--- src/rtl/uart_frame_tx_pkg.sv ---
package uart_frame_tx_pkg;

  localparam int unsigned DATA_W     = 8;
  localparam int unsigned OVERSAMPLE = 16;
  // start + data + address + parity + two stops
  localparam int unsigned FRAME_W    = 1 + DATA_W + 1 + 1 + 2;
  localparam int unsigned LEN_W      = $clog2(FRAME_W + 1);

  // Field order matches the bit positions of the format byte, msb first.
  typedef struct packed {
    logic       two_stop;  // [7]
    logic       par_odd;   // [6]
    logic       par_en;    // [5]
    logic       run_en;    // [4]
    logic       addr_en;   // [3]
    logic [2:0] len_m1;    // [2:0]
  } fmt_t;

  typedef enum logic {
    ST_IDLE = 1'b0,
    ST_SEND = 1'b1
  } tx_state_e;

endpackage

--- src/rtl/uart_tx_rstsync.sv ---
module uart_tx_rstsync #(
  parameter int unsigned STAGES = 2
) (
  input  logic clk,
  input  logic rst_n,
  output logic rst_ok
);
  logic [STAGES-1:0] sync_q;

  always_ff @(posedge clk or negedge rst_n) begin
    if (!rst_n) sync_q <= '0;
    else        sync_q <= {sync_q[STAGES-2:0], 1'b1};
  end

  assign rst_ok = sync_q[STAGES-1];
endmodule

--- src/rtl/uart_tx_bitclk.sv ---
module uart_tx_bitclk #(
  parameter int unsigned OVERSAMPLE = 16
) (
  input  logic clk,
  input  logic rst_n,
  input  logic clr,
  input  logic run,
  input  logic tick,
  output logic bit_end
);
  localparam int unsigned CW = $clog2(OVERSAMPLE);
  localparam logic [CW-1:0] LAST = CW'(OVERSAMPLE - 1);

  logic [CW-1:0] cnt_q, cnt_d;

  assign bit_end = run && tick && (cnt_q == LAST);

  always_comb begin
    cnt_d = cnt_q;
    if (clr)                cnt_d = '0;
    else if (run && tick)   cnt_d = bit_end ? '0 : cnt_q + CW'(1);
  end

  always_ff @(posedge clk or negedge rst_n) begin
    if (!rst_n) cnt_q <= '0;
    else        cnt_q <= cnt_d;
  end
endmodule

--- src/rtl/uart_tx_framer.sv ---
module uart_tx_framer
  import uart_frame_tx_pkg::*;
(
  input  logic [DATA_W-1:0]  data,
  input  logic               addr_flag,
  input  fmt_t               fmt,
  output logic [FRAME_W-1:0] frame,
  output logic [LEN_W-1:0]   len
);
  localparam int unsigned SELW = $clog2(DATA_W);

  logic [LEN_W-1:0] pos;
  logic             par;

  always_comb begin
    frame    = '1;          // unused tail positions read as stop level
    frame[0] = 1'b0;        // start bit
    pos      = LEN_W'(1);
    par      = 1'b0;
    for (int i = 0; i < DATA_W; i++) begin
      if (SELW'(i) <= fmt.len_m1) begin
        frame[pos] = data[i];
        par        = par ^ data[i];
        pos        = pos + LEN_W'(1);
      end
    end
    if (fmt.addr_en) begin
      frame[pos] = addr_flag;
      par        = par ^ addr_flag;
      pos        = pos + LEN_W'(1);
    end
    if (fmt.par_en) begin
      frame[pos] = par ^ fmt.par_odd;
      pos        = pos + LEN_W'(1);
    end
    len = pos + (fmt.two_stop ? LEN_W'(2) : LEN_W'(1));
  end
endmodule

--- src/rtl/uart_frame_tx.sv ---
module uart_frame_tx
  import uart_frame_tx_pkg::*;
(
  input  logic              clk,
  input  logic              rst_n,
  input  logic              baud_tick,
  input  logic [7:0]        tx_cfg,
  input  logic              tx_valid,
  output logic              tx_ready,
  input  logic [DATA_W-1:0] tx_data,
  input  logic              tx_addr_flag,
  output logic              tx_line,
  output logic              tx_busy
);
  fmt_t               fmt_in;
  logic               rst_ok;
  logic               accept;
  logic               bit_end;
  logic [FRAME_W-1:0] frame_new;
  logic [LEN_W-1:0]   len_new;

  tx_state_e          state_q, state_d;
  logic [FRAME_W-1:0] frame_q, frame_d;
  logic [LEN_W-1:0]   len_q, len_d;
  logic [LEN_W-1:0]   idx_q, idx_d;
  logic               line_q, line_d;

  assign fmt_in = fmt_t'(tx_cfg);

  uart_tx_rstsync #(.STAGES(2)) u_rstsync (
    .clk    (clk),
    .rst_n  (rst_n),
    .rst_ok (rst_ok)
  );

  uart_tx_framer u_framer (
    .data      (tx_data),
    .addr_flag (tx_addr_flag),
    .fmt       (fmt_in),
    .frame     (frame_new),
    .len       (len_new)
  );

  uart_tx_bitclk #(.OVERSAMPLE(OVERSAMPLE)) u_bitclk (
    .clk     (clk),
    .rst_n   (rst_n),
    .clr     (accept),
    .run     (state_q == ST_SEND),
    .tick    (baud_tick),
    .bit_end (bit_end)
  );

  assign tx_ready = rst_ok && (state_q == ST_IDLE) && fmt_in.run_en;
  assign accept   = tx_valid && tx_ready;
  assign tx_busy  = (state_q == ST_SEND);
  assign tx_line  = line_q;

  always_comb begin
    state_d = state_q;
    frame_d = frame_q;
    len_d   = len_q;
    idx_d   = idx_q;
    line_d  = line_q;
    unique case (state_q)
      ST_IDLE: begin
        if (accept) begin
          state_d = ST_SEND;
          frame_d = frame_new;
          len_d   = len_new;
          idx_d   = '0;
          line_d  = frame_new[0];
        end
      end
      ST_SEND: begin
        if (bit_end) begin
          if (idx_q == len_q - LEN_W'(1)) begin
            state_d = ST_IDLE;
            line_d  = 1'b1;
          end else begin
            idx_d  = idx_q + LEN_W'(1);
            line_d = frame_q[idx_q + LEN_W'(1)];
          end
        end
      end
      default: state_d = ST_IDLE;
    endcase
  end

  always_ff @(posedge clk or negedge rst_n) begin
    if (!rst_n) begin
      state_q <= ST_IDLE;
      frame_q <= '0;
      len_q   <= '0;
      idx_q   <= '0;
      line_q  <= 1'b1;
    end else begin
      state_q <= state_d;
      frame_q <= frame_d;
      len_q   <= len_d;
      idx_q   <= idx_d;
      line_q  <= line_d;
    end
  end
endmodule

--- config.mk ---
export PLATFORM = sky130hd
export DESIGN_NAME = uart_frame_tx
export DESIGN_NICKNAME = d
export VERILOG_FILES = /design/src/rtl/uart_frame_tx_pkg.sv /design/src/rtl/uart_tx_rstsync.sv /design/src/rtl/uart_tx_bitclk.sv /design/src/rtl/uart_tx_framer.sv /design/src/rtl/uart_frame_tx.sv
export SDC_FILE = /design/constraint.sdc
export NUM_CORES = 1
export LEC_CHECK = 0
export CORE_MARGIN = 4
export CORE_UTILIZATION = 65
export CTS_CLUSTER_DIAMETER = 50
export DETAILED_ROUTE_END_ITERATION = 10
export HOLD_SLACK_MARGIN = 0.06
export PLACE_DENSITY_LB_ADDON = 0.1
export SETUP_SLACK_MARGIN = 0.4
export SYNTH_ARGS = -nofsm -noshare
export SYNTH_HDL_FRONTEND = slang
export SYNTH_SLANG_ARGS = --single-unit
--- constraint.sdc ---
create_clock -name clk -period 6.2 [get_ports clk]
set_clock_uncertainty 0.05 [all_clocks]
set_input_delay 1.24 -clock clk [delete_from_list [all_inputs] [get_ports clk]]
set_output_delay 1.24 -clock clk [all_outputs]
set_load 0.005 [all_outputs]
==> results of run 1 <==
-- routing by layer --
layer / vias to the layer above / GRT usage / routed length (um)
met2: 201 / 0.555 / 4980
li1: 1775 / - / -
met3: 48 / 0.0307 / 627
met5: - / 0 / 0
met4: 0 / 0.123 / 379
met1: 1727 / 0.380 / 3940
-- Yosys cell counts (3+ instances only) --
master	count
o211ai_1	5
nor4_1	6
nor2b_1	7
a21oi_1	28
a211oi_1	5
a22o_1	3
nand3_1	25
clkbuf_1	25
xor2_1	5
inv_1	14
o21ai_1	6
o21ai_0	31
nand2b_1	9
nand3b_1	4
mux4_2	4
a21o_1	3
o221ai_1	5
xnor2_1	24
and3_1	8
a22oi_1	3
and2_1	3
o21a_1	3
dfrtp_1	28
o31ai_1	5
nand4_1	4
nand2_1	71
nor3_1	12
o22ai_1	5
a31oi_1	12
mux2i_1	9
ha_1	17
nor2_1	47
-- layout make-up --
type,count,share of cell area
multi-input cells,408,0.667
flip-flops and latches,29,0.178
repair buffers,43,0.0929
well taps,70,0.0214
clock buffers,7,0.0211
inverters,14,0.0128
clock inverters,1,0.00733
-- cells by family after synthesis --
group,Yosys count,share of synthesized area
AO/OA/AOI/OAI,130,0.240
XOR/XNOR,32,0.0876
adder cells (fa/ha/maj),18,0.0660
buffers and inverters,42,0.0472
flip-flops,29,0.206
multiplexers,16,0.0607
other,1,0.00106
AND/OR/NAND/NOR,211,0.292
-- metrics by stage --
step / setup slack (ns) / instance area, sq um / hold WS [ns] / util
after CTS: 0.433 / 4030 / 0.308 / 0.779
after global routing: 0.349 / 4100 / 0.309 / 0.792
after global placement: 0.225 / 3900 / 0.290 / 0.754
after floorplan: 0.422 / 3560 / 0.281 / -
after detailed placement: 0.0953 / 3900 / 0.294 / 0.754
final: 0.630 / 4100 / 0.302 / 0.792
-- sequential cells by signal (all words and copies together), names as in the netlist --
register and flops:
frame_q 13, idx_q 4, len_q 4, u_bitclk.cnt_q 4, u_rstsync.sync_q 2, tx_busy 1, tx_line 1
-- cell usage in the layout, fill, tap and decap left out, drive strengths merged, types with 12 or more instances in the layout --
cell / instances
buf: 20
nand2: 71
a31oi: 12
xnor2: 24
nand3: 26
nor3: 14
dfrtp: 28
clkdlybuf4s50: 23
ha: 17
a21oi: 28
nor2: 47
inv: 14
o21ai: 38
-- power by group through the flow --
stage / Sequential, W / Combinational (W) / Clock (W)
5_1_grt: 0.000259 / 0.000510 / 0.000211
3_5_place_dp: 0.000257 / 0.000432 / 0
2_1_floorplan: 0.000240 / 0.000339 / 0
6_report: 0.000255 / 0.000465 / 0.000202
3_3_place_gp: 0.000256 / 0.000418 / 0
4_1_cts: 0.000254 / 0.000443 / 0.000204
-- what timing repair did --
| action | 4_1_cts | 5_1_grt |
|---|---|---|
| pin swaps | 0 | 3 |
| hold endpoints to repair | 0 | 0 |
| resized for setup | 0 | 18 |
| setup buffers | 2 | 0 |
| endpoints found under the setup margin | 1 | 1 |
-- worst max path at each step --
stage | endpoint | slack (ns)
CTS | len_q[3]$_DFFE_PN0P_ | 0.43
global route | len_q[3]$_DFFE_PN0P_ | 0.35
detailed placement | len_q[3]$_DFFE_PN0P_ | 0.1
global placement | len_q[3]$_DFFE_PN0P_ | 0.22
finish | len_q[3]$_DFFE_PN0P_ | 0.63
floorplan | len_q[3]$_DFFE_PN0P_ | 0.42
==> results.md, run 1 <==
- Core Area: 0.00517 sq mm
- Worst relative slew slack: 0.414
- Switching power: 0.000378 W
- Worst endpoint required time: 6.29 ns
- Cell types occupying the most area after synthesis: dfrtp_1 20%, nand2_1 7.6%, ha_1 6.0%
- Clock tree from TritonCTS: yes
- Synthesis Warnings: 0
- Number of nets still failing antenna checks after routing: 0
- Slowest stage delay, CP: 0.48 ns
- Critical path cell sequence: clkdlybuf4s50_1, inv_1, buf_4, ha_1, xnor2_1, and2_2, nor2_2, xnor2_2, inv_1, ha_1, mux2_4, xnor2_1, a221o_1, nand2_2, nor2_2, nor2_2, a21oi_2, ha_1, a21oi_2, nor3b_2, a2111oi_1, o21ai_1, xnor2_1, o21ai_1
- Netlist area before placement: about 0.0035 sq mm
- I/O pin count: 24
- Power per cell area: between 200 and 250 mW/mm^2
- Fillers: roughly 360
- Depth of the critical timing path with buffers and inverters included: 24
- Syn Nets: 518
- Vertical die dimension: 81.7 um
- Net count reported at finish: 540
- Maximum operating frequency: roughly 0.18 GHz
- First-pass GRT wire length: 16,300 um
- Post-route fraction of the period consumed by the critical path: 0.898
- Number of storage elements in the synthesis netlist: 29
- Post-synth top area cell: dfrtp_1
- Asr flop ratio synth: 1.00
- Total number of vias: roughly 3.8k
- Buffer depth of the longest clock path: 2
- Result of the run: finished clean
- Floorplan die area: 0.00667 sq mm
- Number of design-rule violations left by the first detailed-router iteration: 453
- Instance count of the mapped netlist: 479
- Drt pass-1 iters: 9
- Overall track demand over capacity in global routing: 0.310
- Maximum vdd ir drop: 0.000156 V
- CTS Buf Count: 5
- H-tree levels: 2
- Maximum fanout count along the critical path: 7
- Fraction of post-synthesis cell area in the top cell type by area: 0.199
- Fin. max-slew vios: 0
- Delay-heaviest family, CP: compound AO/OA/AOI/OAI gates
- Transition at the pin with the smallest max-transition slack: 0.873 ns
- Switching power as a share of total power: 0.410
- Pin count of the biggest net entering global routing: 30
- Clock tree root driver cell: clkbuf_8
- Number of I/O port buffers: 23
- Crit. End Element: register
- Min-Delay Startpoint: u_rstsync.sync_q[0]$_DFF_PN0_
- Count of final hold-check violations: 0
- Proportion of power drawn by the clock network: 0.219
- Prevailing post-synth register cell: dfrtp_1
- Worst-skew pair later-pin latency: 0.28 ns
- Setup TNS: 0 ns
- FP Rows: 26
- Combinational share of power: 0.504
- Register share of total power: 0.277
- Setup-failing EPs final: 0
- Cell depth of the worst flop-to-flop path: 7
- Layout cells sized above 1: 0.135
- GP Congestion: 1.02
- Average size of a mapped cell: around 7.4 sq um
- End point of the most critical hold path: u_rstsync.sync_q[1]$_DFF_PN0_
- Reg-to-reg critical path endpoint: idx_q[0]$_DFFE_PN0P_
- Worst R2R Setup Slack: 3.89 ns
- Number of unique standard cell types used by synthesis: 66
- Setup repair after global routing missed its margin: false
- Int Power: 0.000543 W
- Static leakage: 1.67 nW
- Number of buffers inserted for hold repair after clock tree synthesis: 0
- Starting Density: 0.682
- PnR Total Power: 0.000921 W
- DPL Wire Length: 7490 um
- Startpoint of the worst register-to-register path: len_q[0]$_DFFE_PN0P_
- CP Buf/Inv Count: 4
- Initial antenna violation count: 0
- Number of antenna cells inserted: 0
- Via count of the first global-routing pass: between 3k and 4k
- Type of the tightest min-delay check: reg2reg
- Worst Hold Path Cells: 0
- # clock sinks: 29
- Congestion Overflow GR: 0
- Type of the worst setup path: in2reg
- Type of element launching the critical path: input port
- Clock-pin slew on the worst setup and hold paths: ~0.06 ns
- Max-cap viol count: 0
- Sequential element share of the synthesized area: 0.206
- Seq. cell area: 727 sq um
- Placed Cells incl. Taps: 562
- Cell with the biggest individual delay on the critical path: clkdlybuf4s50_1
- Vias per inst: around 6.6
- Routed WL per cell: 17.3 um
- Chip width: 81.7 um
- Critical path arrival: 5.66 ns
- # DRC: 0
- Area grow syn2layout: 16.1%
- Min Tclk post-route: 5.57 ns
- Number of non-filler instances in the completed layout: 572
- Count of flip-flops with a built-in enable after synthesis: 0
- CP Launch Point: tx_cfg[1]
- Multi-input gate area: 0.00273 sq mm
- Post-Route WL: a little under 10,000 um
Power figures use the tool's default switching activity.
==> run 2, diff against run 1 <==
- CTS_CLUSTER_SIZE: not set -> 12
==> results of run 2 <==
Final layout, timing and power as in run 1 (identical DEF).
==> run 3, diff against run 2 <==
- CORE_UTILIZATION: 65 -> 61
- clock period: 6.2 -> 5.8 ns (I/O delays scaled with it)
==> run 3 against run 2 <==
Net effect:
- first-iteration DRC count fell by 34%
- register-to-register slack got worse by 0.35 ns
- via count is 2.0% higher
- sequential cell count is the same
- total power increased by 12%
- die area is 5.9% higher
- critical path depth increased by 9
- largest cell class unchanged
- clock-buffer cell count is the same
- cell area grew 5.1%
==> results.md, run 3 (synthesis results as in run 1) <==
- Result of the run: finished clean
- Starting Density: 0.633
- Maximum vdd ir drop: around 0.00018 V
- Setup-failing EPs final: 0
- Register share of total power: 0.262
- GP Congestion: 0.958
- CTS Buf Count: 5
- Initial antenna violation count: 0
- Number of non-filler instances in the completed layout: 599
- Vias per inst: about 6.4
- Number of I/O port buffers: 23
- Total number of vias: 3,825
- Switching power: between 0.0004 and 0.0005 W
- Overall track demand over capacity in global routing: 0.304
- Max reg flops: 13
- Register ranked first by flip-flop count: frame_q
- Type of the worst setup path: in2reg
- Clock-pin slew on the worst setup and hold paths: roughly 0.060 ns
- Net count reported at finish: 565
- Most common cell after layout, fill and taps aside: nand2_1
- First-pass GRT wire length: 17,800 um
- Seq. cell area: 727 sq um
- Min Tclk post-route: 5.24 ns
- Worst relative slew slack: 0.454
- Post-route fraction of the period consumed by the critical path: 0.904
- Slowest stage delay, CP: 0.29 ns
- H-tree levels: 2
- # DRC: 0
- Power per cell area: 239 mW/mm^2
- Setup repair after global routing missed its margin: false
- # clock sinks: 29
- Core Area: 0.00557 sq mm
- Cell depth of the worst flop-to-flop path: 5
- Switching power as a share of total power: 0.399
- Critical path arrival: 5.32 ns
- I/O pin count: 24
- Post-Route WL: 10,400 um
- FP Rows: 27
- Clock tree from TritonCTS: yes
- End point of the most critical hold path: u_rstsync.sync_q[1]$_DFF_PN0_
- Pin count of the biggest net entering global routing: 30
- Library cell appearing most often on the critical path: buf_4
- Routed WL per cell: ~17 um
- Via count of the first global-routing pass: 3,743
- Layout cells sized above 1: 0.180
- Transition at the pin with the smallest max-transition slack: just over 0.8 ns
- Floorplan die area: 0.00706 sq mm
- Clock tree root driver cell: clkbuf_8
- Vertical die dimension: 84.0 um
- Count of final hold-check violations: 0
- Worst Hold Path Cells: 0
- Buffer depth of the longest clock path: 2
- Number of nets still failing antenna checks after routing: 0
- Number of antenna cells inserted: 0
- Startpoint of the worst register-to-register path: tx_busy$_DFF_PN0_
- DPL Wire Length: 7630 um
- Crit. End Element: register
- Cell with the biggest individual delay on the critical path: ha_4
- Type of element launching the critical path: input port
- Congestion Overflow GR: 0
- Final design instance area without fill: between 0.004 and 0.005 sq mm
- Worst endpoint required time: 5.88 ns
- Most used cells in the layout excluding fill and tap cells: 69 x nand2_1, 44 x nor2_1, 44 x buf_4
- Placed Cells incl. Taps: 569
- Worst-skew pair later-pin latency: 0.27 ns
- Fin. max-slew vios: 0
- Int Power: around 0.00062 W
- Maximum fanout count along the critical path: 3
- Max-cap viol count: 0
- Type of the tightest min-delay check: reg2reg
- Drt pass-1 iters: 5
- Min-Delay Startpoint: u_rstsync.sync_q[0]$_DFF_PN0_
- Static leakage: 1.80 nW
- Number of design-rule violations left by the first detailed-router iteration: 298
- Reg-to-reg critical path endpoint: frame_q[9]$_DFFE_PN0P_
- Number of buffers inserted for hold repair after clock tree synthesis: 0
- Fillers: 417
- Multi-input gate area: 0.00275 sq mm
- Combinational share of power: 0.532
- Worst R2R Setup Slack: 3.54 ns
- Chip width: 84.0 um
- Placement-stage cell area: just under 0.004 sq mm
- Maximum operating frequency: roughly 0.19 GHz
- Proportion of power drawn by the clock network: 0.206
- Area grow syn2layout: 22.0%
[run 3: layout make-up]
| class | count | share of cell area |
|---|---|---|
| clock inverter | 1 | 0.00698 |
| tap | 72 | 0.0209 |
| inverter | 14 | 0.0122 |
| clock buffer | 7 | 0.0201 |
| multi-input combinational | 408 | 0.639 |
| timing repair buffer | 68 | 0.132 |
| sequential | 29 | 0.169 |
[run 3: per-layer routing]
layer	global-route usage	up-vias	wire [um]
met3	0.0484	56	614
met5	0	-	0
met2	0.513	201	5080
met1	0.368	1739	4180
li1	-	1829	-
met4	0.165	0	560
[run 3: worst max-delay path: cells and delay by family]
family	cells	cell delay (ns)
adder cells (fa/ha/maj)	3	0.65
buffers and inverters	21	2.43
XOR/XNOR	2	0.35
AO/OA/AOI/OAI	5	0.54
AND/OR/NAND/NOR	2	0.17
[run 3: worst max-delay path by stage]
stage / from / endpoint / slack (ns)
finish: tx_cfg[2] / frame_q[6]$_DFFE_PN0P_ / 0.56
global route: tx_cfg[2] / frame_q[6]$_DFFE_PN0P_ / 0.41
CTS: tx_cfg[0] / len_q[3]$_DFFE_PN0P_ / 0.43
detailed placement: tx_cfg[1] / len_q[3]$_DFFE_PN0P_ / -0.24
global placement: tx_cfg[1] / len_q[3]$_DFFE_PN0P_ / 0.07
floorplan: tx_cfg[1] / len_q[3]$_DFFE_PN0P_ / 0.42
[run 3: power by group through the flow]
stage	combinational [W]	clock (W)	sequential, W
floorplan	0.000366	0	0.000257
global placement	0.000463	0	0.000273
detailed placement	0.000475	0	0.000275
global route	0.000599	0.000226	0.000276
finish	0.000548	0.000212	0.000270
CTS	0.000523	0.000214	0.000271
[run 3: timing repair]
item,4_1_cts,5_1_grt
endpoints found under the hold margin,0,0
resized for setup,8,19
setup endpoints to repair,1,3
pin swaps,8,6
setup buffers,21,1
[run 3: through the flow]
step	util	TNS [ns]	hold slack [ns]	power [W]	worst slack, ns
floorplan	-	0	0.281	0.000622	0.422
global placement	0.712	0	0.290	0.000736	0.0729
detailed placement	0.712	-0.242	0.306	0.000750	-0.242
CTS	0.764	0	0.319	0.00101	0.427
global route	0.772	0	0.331	0.00110	0.409
finish	0.772	0	0.319	0.00103	0.559
